## config.mk

```make
export PLATFORM = sky130hd
export DESIGN_NAME = hub_addr_decoder
export DESIGN_NICKNAME = d
export VERILOG_FILES = /design/src/rtl/hub_dec_pkg.sv /design/src/rtl/hub_dec_check.sv /design/src/rtl/hub_dec_windows.sv /design/src/rtl/hub_addr_decoder.sv
export SDC_FILE = /design/constraint.sdc
export NUM_CORES = 1
export LEC_CHECK = 0
export BUFFER_PORTS_ARGS = -buffer_cell sky130_fd_sc_hd__clkbuf_2
export CORE_ASPECT_RATIO = 0.9
export CORE_MARGIN = 3
export CORE_UTILIZATION = 55
export CTS_BUF_LIST = sky130_fd_sc_hd__clkbuf_16
export CTS_CLUSTER_DIAMETER = 40
export DETAILED_ROUTE_END_ITERATION = 6
export GPL_TIMING_DRIVEN = 0
export PLACE_DENSITY = 0.88
export SLEW_MARGIN = 20
export SYNTH_ARGS = -nofsm -noshare
export SYNTH_HDL_FRONTEND = slang
export SYNTH_SLANG_ARGS = --single-unit
```

## constraint.sdc

```tcl
create_clock -name clk -period 7.6 [get_ports clk]
set_input_delay 2.28 -clock clk [delete_from_list [all_inputs] [get_ports clk]]
set_output_delay 2.28 -clock clk [all_outputs]
set_load 0.02 [all_outputs]
```

## src/rtl/hub_dec_pkg.sv

```systemverilog
package hub_dec_pkg;

  typedef enum logic [1:0] {
    K_MEM = 2'b00,
    K_IO  = 2'b01,
    K_CFG = 2'b10,
    K_RSV = 2'b11
  } req_kind_e;

  typedef enum logic [1:0] {
    A_OFF = 2'b00,
    A_RO  = 2'b01,
    A_WO  = 2'b10,
    A_RW  = 2'b11
  } leg_attr_e;

  typedef struct packed {
    logic [63:0] addr;
    req_kind_e   kind;
    logic        from_pcie;
    logic        wr;
  } req_t;

  // Access permission for one legacy region attribute.
  function automatic logic attr_permits(input leg_attr_e a, input logic wr);
    case (a)
      A_RW:    attr_permits = 1'b1;
      A_RO:    attr_permits = !wr;
      A_WO:    attr_permits = wr;
      default: attr_permits = 1'b0;
    endcase
  endfunction

  // Address after the debug-mode source bits are stripped (host side only).
  function automatic logic [63:0] strip_debug(input logic [63:0] a, input logic [63:0] mask,
                                              input logic dbg, input logic from_pcie);
    strip_debug = (dbg && !from_pcie) ? (a & ~mask) : a;
  endfunction

endpackage

```

## src/rtl/hub_dec_check.sv

```systemverilog
module hub_dec_check
  import hub_dec_pkg::*;
#(
  parameter int TOP_W        = 41,
  parameter int IO_BITS      = 16,
  parameter int PCIE_IO_BITS = 32,
  parameter int CFG_BITS     = 28,
  parameter int LEG_IDX_W    = 4,
  parameter int LEG_REG_BITS = 14,
  localparam int LEG_N       = 1 << LEG_IDX_W
) (
  input  logic                 clk,
  input  logic                 rst_n,
  input  logic                 chk_en,
  input  logic [63:0]          addr,
  input  req_kind_e            kind,
  input  logic                 from_pcie,
  input  logic                 wr,
  input  logic [TOP_W-1:0]     mem_top,
  input  logic [2*LEG_N-1:0]   leg_attr,
  output logic                 err,
  output logic                 abort
);
  localparam int LEG_BASE_BITS = LEG_REG_BITS + LEG_IDX_W;
  localparam int ONE_MB_BITS   = 20;

  logic                 mem_over, io_over, cfg_bad, in_leg, leg_ok;
  logic [LEG_IDX_W-1:0] leg_idx;
  leg_attr_e            leg_a;

  assign mem_over = from_pcie && (addr >= {{(64-TOP_W){1'b0}}, mem_top});
  assign io_over  = from_pcie && (|addr[PCIE_IO_BITS-1:IO_BITS]);
  assign cfg_bad  = |addr[63:CFG_BITS];

  assign in_leg  = (addr[63:ONE_MB_BITS] == '0) && (&addr[ONE_MB_BITS-1:LEG_BASE_BITS]);
  assign leg_idx = addr[LEG_BASE_BITS-1:LEG_REG_BITS];
  assign leg_a   = leg_attr_e'(leg_attr[{leg_idx, 1'b0} +: 2]);
  assign leg_ok  = attr_permits(leg_a, wr);

  always_comb begin
    case (kind)
      K_MEM:   err = mem_over;
      K_IO:    err = io_over;
      K_CFG:   err = cfg_bad;
      default: err = 1'b1;
    endcase
  end

  assign abort = (kind == K_MEM) && in_leg && !leg_ok;

  // host-side I/O never errors, whatever its upper bits
  a_r3_host_io_clean: assert property (@(posedge clk) disable iff (!rst_n)
    chk_en && kind == K_IO && !from_pcie |-> !err);
  // PCIe I/O beyond 64 KB errors
  a_r4_pcie_io_range: assert property (@(posedge clk) disable iff (!rst_n)
    chk_en && kind == K_IO && from_pcie && (|addr[31:16]) |-> err);
  // a config error always names a nonzero segment
  a_r5_cfg_segment: assert property (@(posedge clk) disable iff (!rst_n)
    chk_en && kind == K_CFG && err |-> (|addr[63:CFG_BITS]));
  // an abort only ever comes from the legacy area
  a_r7_abort_legacy: assert property (@(posedge clk) disable iff (!rst_n)
    chk_en && abort |-> addr < 64'h10_0000 && addr >= 64'hC_0000);

endmodule

```

## src/rtl/hub_dec_windows.sv

```systemverilog
module hub_dec_windows #(
  parameter int NPORT   = 4,
  parameter int MWIN_W  = 16,
  parameter int IOWIN_W = 4,
  localparam int PORT_W = (NPORT > 1) ? $clog2(NPORT) : 1
) (
  input  logic                          clk,
  input  logic                          rst_n,
  input  logic                          chk_en,
  input  logic                          is_mem,
  input  logic                          is_io,
  input  logic                          hi_clear,
  input  logic [MWIN_W-1:0]             mem_unit,
  input  logic [IOWIN_W-1:0]            io_unit,
  input  logic [NPORT-1:0][MWIN_W-1:0]  mem_base,
  input  logic [NPORT-1:0][MWIN_W-1:0]  mem_limit,
  input  logic [NPORT-1:0][IOWIN_W-1:0] io_base,
  input  logic [NPORT-1:0][IOWIN_W-1:0] io_limit,
  output logic                          hit,
  output logic [PORT_W-1:0]             port
);
  logic [NPORT-1:0] match;
  logic [NPORT-1:0] below;

  function automatic logic mem_in(input logic [MWIN_W-1:0] lo, input logic [MWIN_W-1:0] hi,
                                  input logic [MWIN_W-1:0] v);
    mem_in = (v >= lo) && (v <= hi);
  endfunction

  function automatic logic io_in(input logic [IOWIN_W-1:0] lo, input logic [IOWIN_W-1:0] hi,
                                 input logic [IOWIN_W-1:0] v);
    io_in = (v >= lo) && (v <= hi);
  endfunction

  for (genvar p = 0; p < NPORT; p++) begin : g_port
    assign match[p] = (is_mem && hi_clear && mem_in(mem_base[p], mem_limit[p], mem_unit))
                    || (is_io && io_in(io_base[p], io_limit[p], io_unit));
  end

  always_comb begin
    port = '0;
    for (int p = NPORT - 1; p >= 0; p--) begin
      if (match[p]) port = PORT_W'(p);
    end
  end

  assign hit   = |match;
  assign below = (NPORT'(1) << port) - NPORT'(1);

  // the reported port matches and no lower port does
  a_r9_lowest_wins: assert property (@(posedge clk) disable iff (!rst_n)
    chk_en && hit |-> match[port] && (match & below) == '0);
  // a memory claim needs bits 63:36 clear
  a_r1_claim_low: assert property (@(posedge clk) disable iff (!rst_n)
    chk_en && hit && is_mem |-> hi_clear);

endmodule

```

## src/rtl/hub_addr_decoder.sv

```systemverilog
module hub_addr_decoder
  import hub_dec_pkg::*;
#(
  parameter int          NPORT        = 4,
  parameter int          HOST_BITS    = 36,
  parameter int          TOP_W        = 41,
  parameter int          MEM_GRAN     = 20,
  parameter int          IO_BITS      = 16,
  parameter int          IO_GRAN      = 12,
  parameter int          LEG_IDX_W    = 4,
  parameter logic [63:0] DBG_MASK     = 64'hFFFF_FF00_0000_0000,
  localparam int         PORT_W       = (NPORT > 1) ? $clog2(NPORT) : 1,
  localparam int         MWIN_W       = HOST_BITS - MEM_GRAN,
  localparam int         IOWIN_W      = IO_BITS - IO_GRAN,
  localparam int         LEG_N        = 1 << LEG_IDX_W
) (
  input  logic                          clk,
  input  logic                          rst_n,
  input  logic                          req_valid,
  output logic                          req_ready,
  input  logic [63:0]                   req_addr,
  input  logic [1:0]                    req_kind,
  input  logic                          req_from_pcie,
  input  logic                          req_write,
  input  logic                          req_debug,
  input  logic [TOP_W-1:0]              mem_top,
  input  logic [NPORT-1:0][MWIN_W-1:0]  mem_base,
  input  logic [NPORT-1:0][MWIN_W-1:0]  mem_limit,
  input  logic [NPORT-1:0][IOWIN_W-1:0] io_base,
  input  logic [NPORT-1:0][IOWIN_W-1:0] io_limit,
  input  logic [2*LEG_N-1:0]            leg_attr,
  output logic                          res_valid,
  input  logic                          res_ready,
  output logic [PORT_W-1:0]             res_port,
  output logic                          res_hit,
  output logic                          res_sub,
  output logic                          res_err,
  output logic                          res_abort
);
  // Handshake and stage occupancy
  logic s1_v, s2_v;
  req_t s1_q;
  logic s2_take, s1_move, req_fire;

  assign s2_take   = !s2_v || res_ready;
  assign s1_move   = s1_v && s2_take;
  assign req_ready = !s1_v || s1_move;
  assign req_fire  = req_valid && req_ready;

  always_ff @(posedge clk) begin
    if (!rst_n) begin
      s1_v <= 1'b0;
      s2_v <= 1'b0;
    end else begin
      if (req_fire)     s1_v <= 1'b1;
      else if (s1_move) s1_v <= 1'b0;
      if (s1_move)        s2_v <= 1'b1;
      else if (res_ready) s2_v <= 1'b0;
    end
  end

  always_ff @(posedge clk) begin
    if (!rst_n) begin
      s1_q <= '0;
    end else if (req_fire) begin
      s1_q.addr      <= strip_debug(req_addr, DBG_MASK, req_debug, req_from_pcie);
      s1_q.kind      <= req_kind_e'(req_kind);
      s1_q.from_pcie <= req_from_pcie;
      s1_q.wr        <= req_write;
    end
  end

  // Stage 1 decode
  logic              err_w, abort_w, hit_w;
  logic [PORT_W-1:0] port_w;

  hub_dec_check #(
    .TOP_W(TOP_W), .IO_BITS(IO_BITS), .PCIE_IO_BITS(32), .CFG_BITS(28),
    .LEG_IDX_W(LEG_IDX_W), .LEG_REG_BITS(MEM_GRAN - 2 - LEG_IDX_W)
  ) u_check (
    .clk(clk), .rst_n(rst_n), .chk_en(s1_v),
    .addr(s1_q.addr), .kind(s1_q.kind), .from_pcie(s1_q.from_pcie), .wr(s1_q.wr),
    .mem_top(mem_top), .leg_attr(leg_attr),
    .err(err_w), .abort(abort_w)
  );

  hub_dec_windows #(
    .NPORT(NPORT), .MWIN_W(MWIN_W), .IOWIN_W(IOWIN_W)
  ) u_win (
    .clk(clk), .rst_n(rst_n), .chk_en(s1_v),
    .is_mem(s1_q.kind == K_MEM), .is_io(s1_q.kind == K_IO),
    .hi_clear(s1_q.addr[63:HOST_BITS] == '0),
    .mem_unit(s1_q.addr[HOST_BITS-1:MEM_GRAN]),
    .io_unit(s1_q.addr[IO_BITS-1:IO_GRAN]),
    .mem_base(mem_base), .mem_limit(mem_limit),
    .io_base(io_base), .io_limit(io_limit),
    .hit(hit_w), .port(port_w)
  );

  // Stage 2: resolve priority and hold the result
  always_ff @(posedge clk) begin
    if (!rst_n) begin
      res_err   <= 1'b0;
      res_abort <= 1'b0;
      res_hit   <= 1'b0;
      res_sub   <= 1'b0;
      res_port  <= '0;
    end else if (s1_move) begin
      res_err   <= err_w;
      res_abort <= !err_w && abort_w;
      res_hit   <= !err_w && !abort_w && hit_w;
      res_sub   <= !err_w && !abort_w && !hit_w;
      res_port  <= (!err_w && !abort_w && hit_w) ? port_w : '0;
    end
  end

  assign res_valid = s2_v;

  // exactly one outcome flag per result
  a_r11_one_outcome: assert property (@(posedge clk) disable iff (!rst_n)
    res_valid |-> $onehot({res_err, res_abort, res_hit, res_sub}));
  // a non-hit result reports port 0
  a_r10_port_zero: assert property (@(posedge clk) disable iff (!rst_n)
    res_valid && !res_hit |-> res_port == '0);
  // a stalled result is held
  a_r13_hold: assert property (@(posedge clk) disable iff (!rst_n)
    res_valid && !res_ready |=> res_valid
      && $stable({res_port, res_err, res_abort, res_hit, res_sub}));
  // a full pipe refuses input
  a_r13_full_stall: assert property (@(posedge clk) disable iff (!rst_n)
    s1_v && s2_v && !res_ready |-> !req_ready);
  // PCIe addresses enter unmasked
  a_r12_pcie_raw: assert property (@(posedge clk) disable iff (!rst_n)
    req_fire && req_from_pcie |=> s1_q.addr == $past(req_addr));

endmodule

```

==> metrics.yaml, run 1 <==
via_count: 8965
cts.clk_slew.worst_paths_ps: 60
place.gp.congestion: 0.956
max_slew.worst_pin.slew_ps: 716
die_y_um: 122
max_clock_freq_mhz: 194
antenna_found_initial: 0
endpoint_kind: "output port"
drv_slew: 0
wl_um: 26200
start_kind: "input pin"
met2_length_um: 12300
hold_path.class: "reg -> reg"
synth-seq-cells: 76
hpwl_um: 21900
yosysTopAreaCell: "ha_1"
coreArea_um2: 14300
synth_fa_ha_area_frac: 0.307
finalSetupTns_ps: 0
dp_slack_ps: 2460
synthFlopType: "dfxtp_1"
first_pass_iters: 5
ys_types: 55
synth-simple-area-share: 0.198
postCtsSetupBuffers: 0
dieArea_um2: 16400
leakage_nw: 5.87
drtIter0Drc: 555
grt_start_max_net_pins: 14
yosys_warnings: 0
fillers: 1179
syn_to_final_growth_pct: 25.6
ant_nets: 0
post-route-period-util: 0.679
syn_avg_cell_area_um2: 7.49
yosysSeqAreaShare: 0.186
cp_max_fo: 4
cts.htree.levels: 3
syn_area_um2: 8190
arrival_ps: 2880
setup_ws_ps: 2440
cts_hold_buf: 0
skew_ps: 9.58
ys_top_cells_by_area: "ha_1 (31%), dfxtp_1 (19%), inv_1 (9.1%)"
final_common_cell: "clkbuf_2"
synth_compound_area_frac: 0.183
start_util: 0.572
r2r-start: "s1_q[28]"
grt_overflow: 0
synthArstFlopShare: 0
met3_length_um: 1780
syn-num-nets: 1600
final_cell_mix: "clkbuf_2 (313), ha_1 (201), inv_1 (198)"
insertion_delay_ps: 330
peakVddDrop_v: 0.000124
drive_gt1_frac: 0.248
cp.required_ps: 5320
cts.repair.resized: 0
std_cell_rows: 41
setup.worst_path.start: "res_ready"
synthXorXnorAreaFrac: 0
wl_met1_um: 11400
maxSlewHeadroom: 0.522
top_layer_used: "met4"
synthMuxAreaShare: 0.0206
synth_top_area_share: 0.307
period_needed_ps: 5160
crit_type: "in -> out"
status: "completed"
diodes: 0
grtUsageTotal: 0.309
die_x_um: 135
layout.nets: 1924
ios: 314
hold_viol_final: 0
power_density_nw_per_um2: 123
root_buffer: "clkbuf_16"
io_buffer_count: 313
rsz0062_at_grt: "false"
syn_inst: 1093
setup_violations: 0
clock-sinks: 76
grt_pass1_wl_um: 40600
synth_edf_count: 0
hold_start: "s1_q[55]"
synth_top_family_by_area: "adder cells"
numCtsBuffers: 9
drv_cap: 0
vias_per_cell: 5.55
routedWlPerCell_um: 16.2
clockBufferDepth: 2
drc_errors: 0
cts_tree: "built"
grt_pass1_vias: 8531
finalPower_mw: 1.27
-- critical path, cell delays in order --
cell and delay, ps:
clkbuf_2 80, nor2b_1 200, nand2_1 150, clkbuf_2 180
-- final timing paths --
check / end / slack, ps / depth (start not counted)
worst min register to register: s1_q[55] / 460 / 2
worst max-delay path: req_ready / 2440 / 4
worst min-delay path: s1_q[55] / 460 / 2
worst max register to register: res_port[1] / 4080 / 8
-- cell type report --
type                       count  area, µm²  area share
buffer                        30        119      0.0116
clock buffer                   9        225      0.0219
clock inverter                 6       65.1     0.00633
inverter                     198        743      0.0723
multi-input combinational    789       5800       0.564
sequential                    76       1520       0.148
tap                          193        241      0.0235
timing repair buffer         313       1570       0.152
-- cell families after synthesis --
family                   after synthesis
buffers and inverters                228
multiplexers                           8
AO/OA/AOI/OAI                        247
flip-flops                            76
AND/OR/NAND/NOR                      333
adder cells (fa/ha/maj)              201
-- layer usage --
layer | global-route usage | vias to the layer above
met1 | 0.407 | 4102
met5 | 0 | -
met3 | 0.0467 | 61
met2 | 0.527 | 336
li1 | - | 4466
met4 | 0.0903 | 0
-- flip-flops by register name, summed over array words and instances (netlist names) --
register	flops
s1_q	68
res_err	1
res_abort	1
s1_v	1
res_port	2
res_valid	1
res_hit	1
res_sub	1
-- cells in the mapped netlist (2+ instances only) --
master / instances
ha_1: 201
o21ai_0: 33
nand3_1: 40
a21o_1: 13
o32ai_1: 2
a31oi_1: 5
a21oi_1: 126
inv_1: 198
nand2b_1: 19
mux4_2: 7
o21a_1: 10
a2111oi_0: 3
nor2b_1: 15
clkbuf_1: 21
o41ai_1: 3
nor4_1: 13
a221oi_1: 6
dfxtp_1: 76
buf_2: 2
o211ai_1: 12
a211oi_1: 14
nand2_1: 160
or2_2: 5
nor2_1: 24
buf_1: 6
nand4_1: 24
a221o_1: 2
o221a_2: 2
a22oi_1: 2
and2_1: 2
and4_1: 6
nor4_2: 2
or4_1: 4
a211o_1: 3
nor3_1: 12
-- through the flow --
step                std cells  instance area (µm²)  utilization  hold slack (ps)
finish                   1614                10300        0.719              458
detailed placement       1599                 9990        0.698              448
global placement         1599                 9990        0.698              440
CTS                      1614                10300        0.719              456
floorplan                1093                 8190            -              432
global route             1614                10300        0.719              473
-- power by group --
group	switching (mW)	internal (mW)	leakage [nW]	total, mW
sequential	0.0373	0.420	0.625	0.457
clock	0.167	0.253	0.142	0.420
combinational	0.205	0.188	5.11	0.392
total	0.409	0.861	5.87	1.27
Power figures use the tool's default switching activity.
==> run 2, diff against run 1 <==
--- a/config.mk
+++ b/config.mk
@@ -8,12 +8,12 @@
 export BUFFER_PORTS_ARGS = -buffer_cell sky130_fd_sc_hd__clkbuf_2
 export CORE_ASPECT_RATIO = 0.9
 export CORE_MARGIN = 3
-export CORE_UTILIZATION = 55
+export CORE_UTILIZATION = 51
 export CTS_BUF_LIST = sky130_fd_sc_hd__clkbuf_16
 export CTS_CLUSTER_DIAMETER = 40
 export DETAILED_ROUTE_END_ITERATION = 6
 export GPL_TIMING_DRIVEN = 0
-export PLACE_DENSITY = 0.88
+export PLACE_DENSITY = 0.83
 export SLEW_MARGIN = 20
 export SYNTH_ARGS = -nofsm -noshare
 export SYNTH_HDL_FRONTEND = slang
==> constraint.sdc (replaced) <==
create_clock -name clk -period 5.02 [get_ports clk]
set_input_delay 1.506 -clock clk [delete_from_list [all_inputs] [get_ports clk]]
set_output_delay 1.506 -clock clk [all_outputs]
set_load 0.02 [all_outputs]
==> run 2 against run 1 <==
Total power rose by 58%. Die area rose by 7.5%. Via count rose by 0.17%. Cell count rose by 0.62%. Non-clock buffer count did not move. Combinational power rose by 52%. Sequential power rose by 52%. Clock power rose by 72%. Setup slack got worse by 1400 ps. Global-route usage fell by 1.2 points. Clock skew barely moved. Utilization fell by 5.4 points. Critical path type is now in -> reg. Largest cell class unchanged. Largest power group is now the clock network.
==> metrics.yaml, run 2 (same netlist as run 1, synthesis figures left out) <==
status: "completed"
numCtsBuffers: 9
dp.cells: 1608
final_common_cell: "clkbuf_2"
std_cell_rows: 43
r2r-start: "s1_q[28]"
largest_reg_flops: 68
period_needed_ps: 3930
grt_overflow: 0
crit_chain: "clkbuf_2 -> inv_1 -> ha_1 -> a21oi_1 -> o21ai_0 -> a221oi_1 -> o21ai_0 -> a21oi_1 -> nor3_1 -> or3_4 -> o41ai_1"
cts.clk_slew.worst_paths_ps: 60
insertion_delay_ps: 340
final_cell_mix: "clkbuf_2 (313), ha_1 (201), inv_1 (198)"
gr-usage-met1: 0.375
top_register: "s1_q"
dieArea_um2: 17600
antenna_found_initial: 1
drv_cap: 0
reg2reg_slack_ps: 1590
drc_errors: 0
rsz0062_at_grt: "false"
hpwl_um: 22300
diodes: 0
cts_hold_buf: 0
root_buffer: "clkbuf_16"
path_buf_inv: 2
finalPower_mw: 2.01
maxSlewHeadroom: 0.495
coreArea_um2: 15500
wl_um: 27100
power_density_nw_per_um2: 195
setup_violations: 0
postCtsSetupBuffers: 0
clockBufferDepth: 2
die_y_um: 126
drive_gt1_frac: 0.248
via_count: 8980
crit_family: "compound AO/OA/AOI/OAI gates"
arrival_ps: 4160
use_met3: 0.0490
setup.worst_path.start: "mem_base[2]"
syn_to_final_growth_pct: 26.2
hold_viol_final: 0
cp.required_ps: 5250
grt_start_max_net_pins: 15
first_pass_iters: 5
vias_per_cell: 5.53
io_buffer_count: 313
peakVddDrop_v: 0.000185
cts.htree.levels: 3
endpoint_kind: "flip-flop"
ios: 314
layout.cells.non_filler: 1624
clock-sinks: 76
layout.nets: 1924
drv_slew: 0
cp_max_fo: 3
grtUsageTotal: 0.297
start_kind: "input pin"
start_util: 0.526
die_x_um: 140
routedWlPerCell_um: 16.7
max_stage_delay_ps: 550
reg.largest.list: "s1_q x68, res_port x2"
ant_nets: 0
cts_tree: "built"
leakage_nw: 5.89
drtIter0Drc: 463
cp_slowest_cell: "a221oi_1"
cts.repair.resized: 0
skew_ps: 9.34
grt_pass1_vias: 8900
hold_path.class: "reg -> reg"
grt_most_used_layer: "met2"
max_slew.worst_pin.slew_ps: 756
max_clock_freq_mhz: 254
post-route-period-util: 0.784
grt_pass1_wl_um: 42500
place.gp.congestion: 0.956
finalSetupTns_ps: 0
crit_type: "in -> reg"
hold_start: "s1_q[60]"
use_met2: 0.507
## run 2: final cells by class
class                      count  area (µm²)
buffer                        30         119
clock buffer                   9         225
clock inverter                 7        97.6
fill                        1381        5220
inverter                     198         743
multi-input combinational    789        5800
sequential                    76        1520
tap                          202         253
timing repair buffer         313        1570
## run 2: worst reg2reg max path: cells and delay by family, from the launching register on
kind / cells / cell delay, ps
and+or+nand+nor: 2 / 570
AOI/OAI and AO/OA: 5 / 1640
adders and majority gates: 1 / 380
DFF: 1 / 740
## run 2: power by group
part	switching [mW]	internal (mW)	total, mW
sequential	0.0575	0.635	0.693
clock	0.283	0.439	0.722
combinational	0.310	0.285	0.595
## run 2: path summary, 6_finish.rpt
path / endpoint / cells past startpoint
setup / recovery: res_sub / 11
hold / removal: s1_q[60] / 2
setup reg to reg: res_sub / 8
hold reg to reg: s1_q[60] / 2
## run 2: metrics by stage
step	util	hold WS (ps)	cell area, µm²	setup slack (ps)
after floorplan	-	432	8190	1370
after global placement	0.643	438	10000	768
after detailed placement	0.643	445	10000	696
after CTS	0.664	454	10300	1050
after global routing	0.664	473	10300	910
final	0.664	450	10300	1090
## run 2: metal layers
| metal | vias to the layer above | share of wire |
|---|---|---|
| met2 | 368 | 0.47 |
| met4 | 2 | 0.037 |
| li1 | 4465 | - |
| met5 | - | 0.00048 |
| met1 | 4073 | 0.42 |
| met3 | 72 | 0.072 |
==> run 3, diff against run 2 <==
--- a/config.mk
+++ b/config.mk
@@ -8,12 +8,12 @@
 export BUFFER_PORTS_ARGS = -buffer_cell sky130_fd_sc_hd__clkbuf_2
 export CORE_ASPECT_RATIO = 0.9
 export CORE_MARGIN = 3
-export CORE_UTILIZATION = 51
+export CORE_UTILIZATION = 46
 export CTS_BUF_LIST = sky130_fd_sc_hd__clkbuf_16
 export CTS_CLUSTER_DIAMETER = 40
 export DETAILED_ROUTE_END_ITERATION = 6
 export GPL_TIMING_DRIVEN = 0
-export PLACE_DENSITY = 0.83
+export PLACE_DENSITY = 0.79
 export SLEW_MARGIN = 20
 export SYNTH_ARGS = -nofsm -noshare
 export SYNTH_HDL_FRONTEND = slang
==> constraint.sdc (replaced) <==
create_clock -name clk -period 3.3 [get_ports clk]
set_input_delay 0.99 -clock clk [delete_from_list [all_inputs] [get_ports clk]]
set_output_delay 0.99 -clock clk [all_outputs]
set_load 0.02 [all_outputs]
==> run 3 against run 2 <==
Wire length is 1.2% lower. Critical endpoint is now res_port[1]. Die area is 10% higher. Global-route usage is 2.8 points lower.
==> metrics.yaml, run 3 (same netlist as run 1, synthesis figures left out) <==
status: "completed"
hold_viol_final: 0
cp_max_fo: 3
dieArea_um2: 19400
diodes: 0
arrival_ps: 3390
hold_path.class: "reg -> reg"
drc_errors: 0
cts_tree: "built"
ant_nets: 0
hpwl_um: 22300
final_cell_mix: "clkbuf_2 (313), ha_1 (201), inv_1 (198)"
grt_start_max_net_pins: 15
maxSlewHeadroom: 0.496
drv_slew: 0
insertion_delay_ps: 340
power_density_nw_per_um2: 285
crit_type: "in -> reg"
grt_pass1_vias: 8778
setup_violations: 0
cp_slowest_cell: "or3_4"
first_pass_iters: 5
numCtsBuffers: 9
std_cell_rows: 45
coreArea_um2: 17200
largest_reg_flops: 68
setup.worst_path.start: "mem_top[2]"
r2r-start: "s1_q[26]"
root_buffer: "clkbuf_16"
crit_chain: "clkbuf_2 -> inv_1 -> ha_1 -> a211oi_1 -> o21ai_0 -> a221oi_2 -> o211ai_1 -> a22oi_2 -> nand3_2 -> or3_4 -> o41ai_1"
post-route-period-util: 0.958
start_kind: "input pin"
grt_overflow: 0
clockBufferDepth: 2
max_slew.worst_pin.slew_ps: 755
via_count: 8766
drtIter0Drc: 415
skew_ps: 10.9
max_stage_delay_ps: 390
cts.htree.levels: 3
wl_um: 26700
io_buffer_count: 313
rsz0062_at_grt: "false"
grtUsageTotal: 0.269
drv_cap: 0
dp_slack_ps: -494
peakVddDrop_v: 0.000356
cts_hold_buf: 0
fillers: 1606
period_needed_ps: 3160
start_util: 0.477
reg.largest.list: "s1_q x68, res_port x2"
finalSetupTns_ps: 0
hold_start: "s1_q[46]"
final_core_utilization: 0.605
cp.required_ps: 3530
max_clock_freq_mhz: 316
top_register: "s1_q"
setup_ws_ps: 140
ios: 314
leakage_nw: 5.89
final_common_cell: "clkbuf_2"
cts.clk_slew.worst_paths_ps: 60
syn_to_final_growth_pct: 26.9
grt_pass1_wl_um: 42500
antenna_found_initial: 0
vias_per_cell: 5.29
place.gp.congestion: 0.905
layout.nets: 1925
die_x_um: 147
clock-sinks: 76
routedWlPerCell_um: 16.1
drive_gt1_frac: 0.254
die_y_um: 133
endpoint_kind: "flip-flop"
==> run 3: cell types whose count changed in the layout (fill, tap and decap cells not counted), sizes merged <==
cell    before  now
buf          9   10
bufinv       2    1
clkinv       2    3
==> run 3: critical path, delay by kind of cell <==
family / cells / cell delay (ps)
simple gates: 2 / 520
compound gates: 6 / 1470
buf+inv: 2 / 100
fa+ha+maj: 1 / 290
==> run 3: area by class of cell <==
cell class | count | area, µm² | area share
tap | 235 | 294 | 0.0283
buffer | 30 | 119 | 0.0114
clock inverter | 7 | 73.8 | 0.00711
inverter | 198 | 743 | 0.0716
clock buffer | 9 | 225 | 0.0217
timing repair buffer | 314 | 1570 | 0.152
multi-input combinational | 789 | 5830 | 0.562
sequential | 76 | 1520 | 0.147
==> run 3: power breakdown <==
part / switching (mW) / internal (mW)
Combinational: 0.470 / 0.435
Clock: 0.417 / 0.590
Sequential: 0.0858 / 0.967
==> run 3: what timing repair did <==
item	CTS	global route
pin swaps	0	4
buffers inserted	0	1
endpoints found under the setup margin	3	4
resized for setup	2	7
==> run 3: path summary, 6_finish.rpt <==
path            endpoint  slack [ps]  depth (start not counted)
max          res_port[1]         140                         11
min             s1_q[46]         450                          2
max reg2reg  res_port[1]         190                          9
min reg2reg     s1_q[46]         450                          2
==> run 3: routing by layer <==
layer  up-vias  GRT usage  wire [µm]
met4         0     0.0961        876
met1      3937      0.338      11400
li1       4469          -          -
met2       309      0.456      12500
met3        51     0.0562       1950
met5         -          0          0
==> run 3: per-stage QoR <==
stage | hold WS (ps) | total power [mW] | std cells | cell area, µm²
after floorplan | 432 | 1.58 | 1093 | 8190
after global placement | 439 | 1.93 | 1641 | 10000
after detailed placement | 447 | 1.96 | 1641 | 10000
after CTS | 455 | 2.97 | 1657 | 10400
after global routing | 478 | 3.16 | 1658 | 10400
final | 453 | 2.96 | 1658 | 10400
